**config.mk**
```make
export PLATFORM = sky130hd
export DESIGN_NAME = gpio_irq_mux
export DESIGN_NICKNAME = d
export VERILOG_FILES = /design/src/rtl/gpio_irq_pkg.sv /design/src/rtl/gpio_irq_sync.sv /design/src/rtl/gpio_irq_regs.sv /design/src/rtl/gpio_irq_channel.sv /design/src/rtl/gpio_irq_mux.sv
export SDC_FILE = /design/constraint.sdc
export NUM_CORES = 2
export LEC_CHECK = 0
export ABC_AREA = 1
export ABC_CLOCK_PERIOD_IN_PS = 2300
export BUFFER_PORTS_ARGS = -buffer_cell sky130_fd_sc_hd__buf_2
export CAP_MARGIN = 20
export CORE_ASPECT_RATIO = 1.25
export CORE_MARGIN = 10
export CORE_UTILIZATION = 25
export CTS_BUF_LIST = sky130_fd_sc_hd__clkbuf_4
export DETAILED_ROUTE_END_ITERATION = 16
export MAX_ROUTING_LAYER = met4
export PLACE_DENSITY = 0.44
export SLEW_MARGIN = 30
export SYNTH_ARGS = -nofsm -noshare
export SYNTH_HDL_FRONTEND = slang
export SYNTH_SLANG_ARGS = --single-unit
```
**constraint.sdc**
```tcl
create_clock -name clk -period 2.3 [get_ports clk]
set_input_delay 0.115 -clock clk [delete_from_list [all_inputs] [get_ports clk]]
set_output_delay 0.115 -clock clk [all_outputs]
set_load 0.01 [all_outputs]
```
**src/rtl/gpio_irq_pkg.sv**
```systemverilog
package gpio_irq_pkg;
  localparam int DATA_W    = 32;
  localparam int SEL_SLOT  = 8;               // bits reserved per selector
  localparam int PER_WORD  = DATA_W / SEL_SLOT;
  localparam int INV_BASE  = 16;              // invert bits start here in word 0
  localparam int WORD_MODE = 0;
  localparam int WORD_SEL0 = 1;
endpackage

```
**src/rtl/gpio_irq_sync.sv**
```systemverilog
module gpio_irq_sync #(
  parameter int WIDTH = 256
) (
  input  logic             clk,
  input  logic             rst,
  input  logic [WIDTH-1:0] d,
  output logic [WIDTH-1:0] q
);
  logic [WIDTH-1:0] meta;

  always_ff @(posedge clk) begin
    if (rst) begin
      meta <= '0;
      q    <= '0;
    end else begin
      meta <= d;
      q    <= meta;
    end
  end
endmodule

```
**src/rtl/gpio_irq_regs.sv**
```systemverilog
module gpio_irq_regs
  import gpio_irq_pkg::*;
#(
  parameter int NUM_CH = 8,
  parameter int SEL_W  = 8,
  parameter int FLT_W  = 4,
  parameter int IDX_W  = 2
) (
  input  logic                          clk,
  input  logic                          rst,
  input  logic                          wr_en,
  input  logic                          rd_en,
  input  logic [IDX_W-1:0]              reg_idx,
  input  logic [DATA_W-1:0]             wdata,
  output logic [DATA_W-1:0]             rdata,
  output logic [NUM_CH-1:0]             edge_mode,
  output logic [NUM_CH-1:0]             invert,
  output logic [NUM_CH-1:0][SEL_W-1:0]  sel,
  output logic [NUM_CH-1:0][FLT_W-1:0]  flt,
  output logic [NUM_CH-1:0]             cfg_chg
);
  localparam int SEL_WORDS = (NUM_CH + PER_WORD - 1) / PER_WORD;
  localparam int FLT_WORD  = WORD_SEL0 + SEL_WORDS;

  logic [DATA_W-1:0] rd_val;

  // configuration storage
  always_ff @(posedge clk) begin
    if (rst) begin
      edge_mode <= '0;
      invert    <= '0;
      sel       <= '0;
      flt       <= '0;
    end else if (wr_en) begin
      for (int c = 0; c < NUM_CH; c++) begin
        if (reg_idx == IDX_W'(WORD_MODE)) begin
          edge_mode[c] <= wdata[c];
          invert[c]    <= wdata[INV_BASE + c];
        end
        if (reg_idx == IDX_W'(WORD_SEL0 + c / PER_WORD))
          sel[c] <= wdata[(c % PER_WORD) * SEL_SLOT +: SEL_W];
        if (reg_idx == IDX_W'(FLT_WORD))
          flt[c] <= wdata[c * FLT_W +: FLT_W];
      end
    end
  end

  // per-channel change strobe: mode word or the word holding its selector
  always_comb begin
    for (int c = 0; c < NUM_CH; c++)
      cfg_chg[c] = wr_en && (reg_idx == IDX_W'(WORD_MODE) ||
                             reg_idx == IDX_W'(WORD_SEL0 + c / PER_WORD));
  end

  // read mux
  always_comb begin
    rd_val = '0;
    for (int c = 0; c < NUM_CH; c++) begin
      if (reg_idx == IDX_W'(WORD_MODE)) begin
        rd_val[c]            = edge_mode[c];
        rd_val[INV_BASE + c] = invert[c];
      end
      if (reg_idx == IDX_W'(WORD_SEL0 + c / PER_WORD))
        rd_val[(c % PER_WORD) * SEL_SLOT +: SEL_W] = sel[c];
      if (reg_idx == IDX_W'(FLT_WORD))
        rd_val[c * FLT_W +: FLT_W] = flt[c];
    end
  end

  always_ff @(posedge clk) begin
    if (rst)        rdata <= '0;
    else if (rd_en) rdata <= rd_val;
  end
endmodule

```
**src/rtl/gpio_irq_channel.sv**
```systemverilog
module gpio_irq_channel #(
  parameter int NUM_PADS = 256,
  parameter int SEL_W    = 8,
  parameter int FLT_W    = 4
) (
  input  logic                clk,
  input  logic                rst,
  input  logic [NUM_PADS-1:0] pads_s,
  input  logic [SEL_W-1:0]    sel,
  input  logic                invert,
  input  logic                edge_mode,
  input  logic [FLT_W-1:0]    flt,
  input  logic                cfg_chg,
  output logic                irq
);
  localparam int CNT_W = FLT_W + 1;

  logic             sel_q;
  logic             filt;
  logic             prev;
  logic [CNT_W-1:0] cnt;
  logic [CNT_W-1:0] limit;

  assign limit = {flt, 1'b0};   // hold window is twice the setting

  always_ff @(posedge clk) begin
    if (rst) begin
      sel_q <= 1'b0;
      filt  <= 1'b0;
      prev  <= 1'b0;
      cnt   <= '0;
      irq   <= 1'b0;
    end else begin
      sel_q <= pads_s[sel] ^ invert;
      prev  <= filt;

      if (flt == '0) begin
        filt <= sel_q;
        cnt  <= '0;
      end else if (cfg_chg || sel_q == filt) begin
        cnt <= '0;
      end else if (cnt + 1'b1 == limit) begin
        filt <= sel_q;
        cnt  <= '0;
      end else begin
        cnt <= cnt + 1'b1;
      end

      if (cfg_chg)        irq <= 1'b0;
      else if (edge_mode) irq <= filt & ~prev;
      else                irq <= filt;
    end
  end
endmodule

```
**src/rtl/gpio_irq_mux.sv**
```systemverilog
module gpio_irq_mux
  import gpio_irq_pkg::*;
#(
  parameter int NUM_PADS = 256,
  parameter int NUM_CH   = 8,
  parameter int FLT_W    = 4,
  parameter int IDX_W    = 2
) (
  input  logic                clk,
  input  logic                rst,
  input  logic                wr_en,
  input  logic                rd_en,
  input  logic [IDX_W-1:0]    reg_idx,
  input  logic [DATA_W-1:0]   wdata,
  output logic [DATA_W-1:0]   rdata,
  input  logic [NUM_PADS-1:0] pads,
  output logic [NUM_CH-1:0]   irq
);
  localparam int SEL_W = $clog2(NUM_PADS);

  logic [NUM_PADS-1:0]            pads_s;
  logic [NUM_CH-1:0]              cfg_edge;
  logic [NUM_CH-1:0]              cfg_inv;
  logic [NUM_CH-1:0][SEL_W-1:0]   cfg_sel;
  logic [NUM_CH-1:0][FLT_W-1:0]   cfg_flt;
  logic [NUM_CH-1:0]              cfg_chg;

  gpio_irq_sync #(.WIDTH(NUM_PADS)) u_sync (
    .clk (clk),
    .rst (rst),
    .d   (pads),
    .q   (pads_s)
  );

  gpio_irq_regs #(
    .NUM_CH (NUM_CH),
    .SEL_W  (SEL_W),
    .FLT_W  (FLT_W),
    .IDX_W  (IDX_W)
  ) u_regs (
    .clk       (clk),
    .rst       (rst),
    .wr_en     (wr_en),
    .rd_en     (rd_en),
    .reg_idx   (reg_idx),
    .wdata     (wdata),
    .rdata     (rdata),
    .edge_mode (cfg_edge),
    .invert    (cfg_inv),
    .sel       (cfg_sel),
    .flt       (cfg_flt),
    .cfg_chg   (cfg_chg)
  );

  for (genvar c = 0; c < NUM_CH; c++) begin : g_ch
    gpio_irq_channel #(
      .NUM_PADS (NUM_PADS),
      .SEL_W    (SEL_W),
      .FLT_W    (FLT_W)
    ) u_ch (
      .clk       (clk),
      .rst       (rst),
      .pads_s    (pads_s),
      .sel       (cfg_sel[c]),
      .invert    (cfg_inv[c]),
      .edge_mode (cfg_edge[c]),
      .flt       (cfg_flt[c]),
      .cfg_chg   (cfg_chg[c]),
      .irq       (irq[c])
    );
  end
endmodule

```
==> metrics.txt <==
status finished clean; R2R Setup Slk ~0.0086 ns; DRT iter0 DRCs roughly 5,600; Synth Register Bits between 700 and 800; Final ANT Viol Nets 0; Syn Inst Count 7,505; Yosys warning total 0; clock sink total between 700 and 800; post-synthesis cell area 0.0444 mm²; min Tclk post-route around 2.3 ns; drt first pass iters 6; Routed WL per cell approximately 24 µm; Max Cap Viol 0; Crit. End Element flip-flop; Fmax 0.436 GHz; Placer Congestion roughly 0.96; syn_area_per_cell 5.92 µm²; clk_lat worst skew roughly 1.3 ns; Boundary Pins 334; Core ar. 0.176 mm²; Die X 397 µm; Period Utilization, post-route around 100%; Leakage about 27 nW; hold depth 6; maximum fanout along the worst path 11; vias approximately 56,000; clock slew seen by the registers of the worst setup and hold paths ~0.070 ns; first-pass GRT wire length between 300,000 and 400,000 µm; # H-tree levels 4; # setup viols final 0; Startpoint Class flip-flop; clk root buf clkbuf_4; largest net degree at the start of global routing approximately 130; Worst Hold Class input port to flip-flop; Inst Count DP between 9,000 and 10,000; layout cells sized above 1 between 10% and 20%; DP HPWL 169,000 µm; cells on worst reg2reg path 14; synth-to-layout area growth 41.0%; Die Area roughly 0.2 mm²; CTS Buf Count 194; Worst Setup Path Type flip-flop to flip-flop; total power around 0.035 W; Post-Route WL between 200,000 and 300,000 µm; Syn Nets 7,807; register area share after synthesis about a third; slew margin rel. approximately 43%; Worst EP arrival roughly 3.5 ns; final setup margin about 0.0086 ns; worst hold slack around 0.11 ns; VDD IR max between 0.3 and 0.4 mV; max-slew violation count 0; number of global-route vias before repair 54,500; measured slew at the worst slew-check pin between 0.8 and 0.9 ns; CTS tree yes; CTS max path bufs 3; Storage cell area 0.0146 mm²; Post-route DRC 0; GRT Total Usage about a quarter; Die Ht 491 µm; # fillers approximately 19,000; initial antenna violation count 18; synth unique cells 30; Post-layout nets 8,865; final number of hold-violating endpoints 0; Post-Layout Cell Count about 11,000; row count roughly 170; Port Buffers about 330; post-place setup slack -0.0133 ns; Initial Utilization roughly 25%; WP data required 3.46 ns; gr ovfl total 0; PwrDens about 550 mW/mm²; Worst Skew roughly 0.15 ns; vias per inst 5.08; Final Util between 30% and 40%; Multi-input gate area between 0.02 and 0.025 mm²
-- final timing paths --
| kind | from | end |
|---|---|---|
| worst max-delay path | u_regs.sel[56] | g_ch[7].u_ch.sel_q |
| worst min register to register | u_sync.meta[147] | u_sync.q[147] |
| worst max register to register | u_regs.sel[56] | g_ch[7].u_ch.sel_q |
| worst min-delay path | reg_idx[0] | g_ch[5].u_ch.cnt[1] |
-- state kept, by name (all words and copies together), names as in the netlist --
register / flops
g_ch.u_ch.cnt: 40
g_ch.u_ch.filt: 8
g_ch.u_ch.irq: 8
g_ch.u_ch.prev: 8
g_ch.u_ch.sel_q: 8
u_regs.edge_mode: 8
u_regs.flt: 32
u_regs.invert: 8
u_regs.rdata: 32
u_regs.sel: 64
u_sync.meta: 256
u_sync.q: 256
-- synthesized netlist by cell type, drive strengths merged --
| library cell | number | area, µm² |
|---|---|---|
| o2111ai | 2 | 17.5 |
| nor3 | 6 | 30.0 |
| ha | 8 | 100 |
| a31oi | 6 | 37.5 |
| a21oi | 144 | 721 |
| or2 | 2 | 12.5 |
| a221oi | 10 | 87.6 |
| nand4 | 6 | 37.5 |
| buf | 592 | 3150 |
| a41oi | 16 | 140 |
| nand2 | 2282 | 8570 |
| xor2 | 35 | 307 |
| a211oi | 6 | 45.0 |
| clkbuf | 214 | 822 |
| a2111oi | 4 | 35.0 |
| inv | 620 | 2330 |
| o21ai | 142 | 711 |
| o211ai | 2 | 15.0 |
| nor4 | 8 | 50.1 |
| nor2 | 607 | 2280 |
| nand3 | 2020 | 10100 |
| o22ai | 18 | 113 |
| xnor2 | 8 | 70.1 |
| dfxtp | 728 | 14600 |
| clkinv | 18 | 67.6 |
| nor3b | 1 | 7.51 |
-- repair_timing --
action,CTS,global route
setup endpoints to repair,1,21
setup buffers,0,29
pin swaps,0,4
gates resized for setup,1,117
hold endpoints to repair,728,1
cloned,0,31
hold buffers,897,1
-- routing by layer --
metal,track usage (%),part of all wire (%)
met3,4.97,8.4
met1,28.7,38
met4,16.6,7.9
met2,41.3,46
met5,-,0
-- area by class of cell --
class,instances,area share (%)
inverter,638,3.96
sequential,728,23.3
multi-input combinational,5333,37.8
antenna,25,0.0998
tap,2349,4.69
timing repair buffer,1666,26.1
timing repair inverter,2,0.0220
clock inverter,59,0.691
clock buffer,283,3.39
-- through the flow --
stage | area (µm²) | setup TNS (ns)
after floorplan | 44400 | 0
after global placement | 49500 | -0.0217
after detailed placement | 49500 | -0.0133
after CTS | 61100 | 0
after global routing | 62700 | -0.0139
final | 62700 | 0
-- cells by family (layout without fill, tap and decap cells) --
kind of cell    count (synthesis)  count (layout)  share of synthesized area (%)
other cells                     0              25                              0
buf+inv                      1444            2648                           14.3
simple gates                 4932            4932                           47.5
xor+xnor                       43              43                          0.848
fa+ha+maj                       8               8                          0.225
flops                         728             728                           32.8
compound gates                350             350                           4.33
-- power breakdown --
group	leakage [nW]	switching [W]	internal (W)
Combinational	19.6	0.00493	0.00348
Clock	1.51	0.00577	0.00633
Sequential	6.01	0.000856	0.0132
-- layout by cell type, fill, tap and decap left out, types with 5 or more instances in the layout --
master            n
a211oi_1          6
a21oi_1         143
a221oi_1         10
a31oi_1           6
a41oi_1          16
buf_12          118
buf_16           19
buf_2           332
buf_4           257
buf_6            10
buf_8             5
bufinv_16         6
clkbuf_16        27
clkbuf_4        283
clkinv_1         51
clkinv_2         10
clkinv_8          5
dfxtp_1         712
dfxtp_2           8
dfxtp_4           8
diode_2          25
dlygate4sd3_1   896
ha_1              8
inv_1           601
inv_2            11
nand2_1        2263
nand2_2          15
nand3_1        2002
nand3_2          18
nand4_1           6
nor2_1          604
nor3_1            6
nor4_1            8
o21ai_0         142
o22ai_1          18
xnor2_1           8
xor2_1           35
-- worst max-delay path: stages (launching register included) --
cell and delay, ns:
dfxtp_4 0.45, buf_4 0.21, clkbuf_16 0.20, nand2_1 0.06, nand3_1 0.09, nand3_1 0.08
nand3_1 0.10, nand3_1 0.22, nand2_1 0.14, buf_4 0.13, nand2_1 0.06, nand3_1 0.10
nand3_1 0.09, a21oi_1 0.16, nor2_1 0.06
Power figures use the tool's default switching activity.
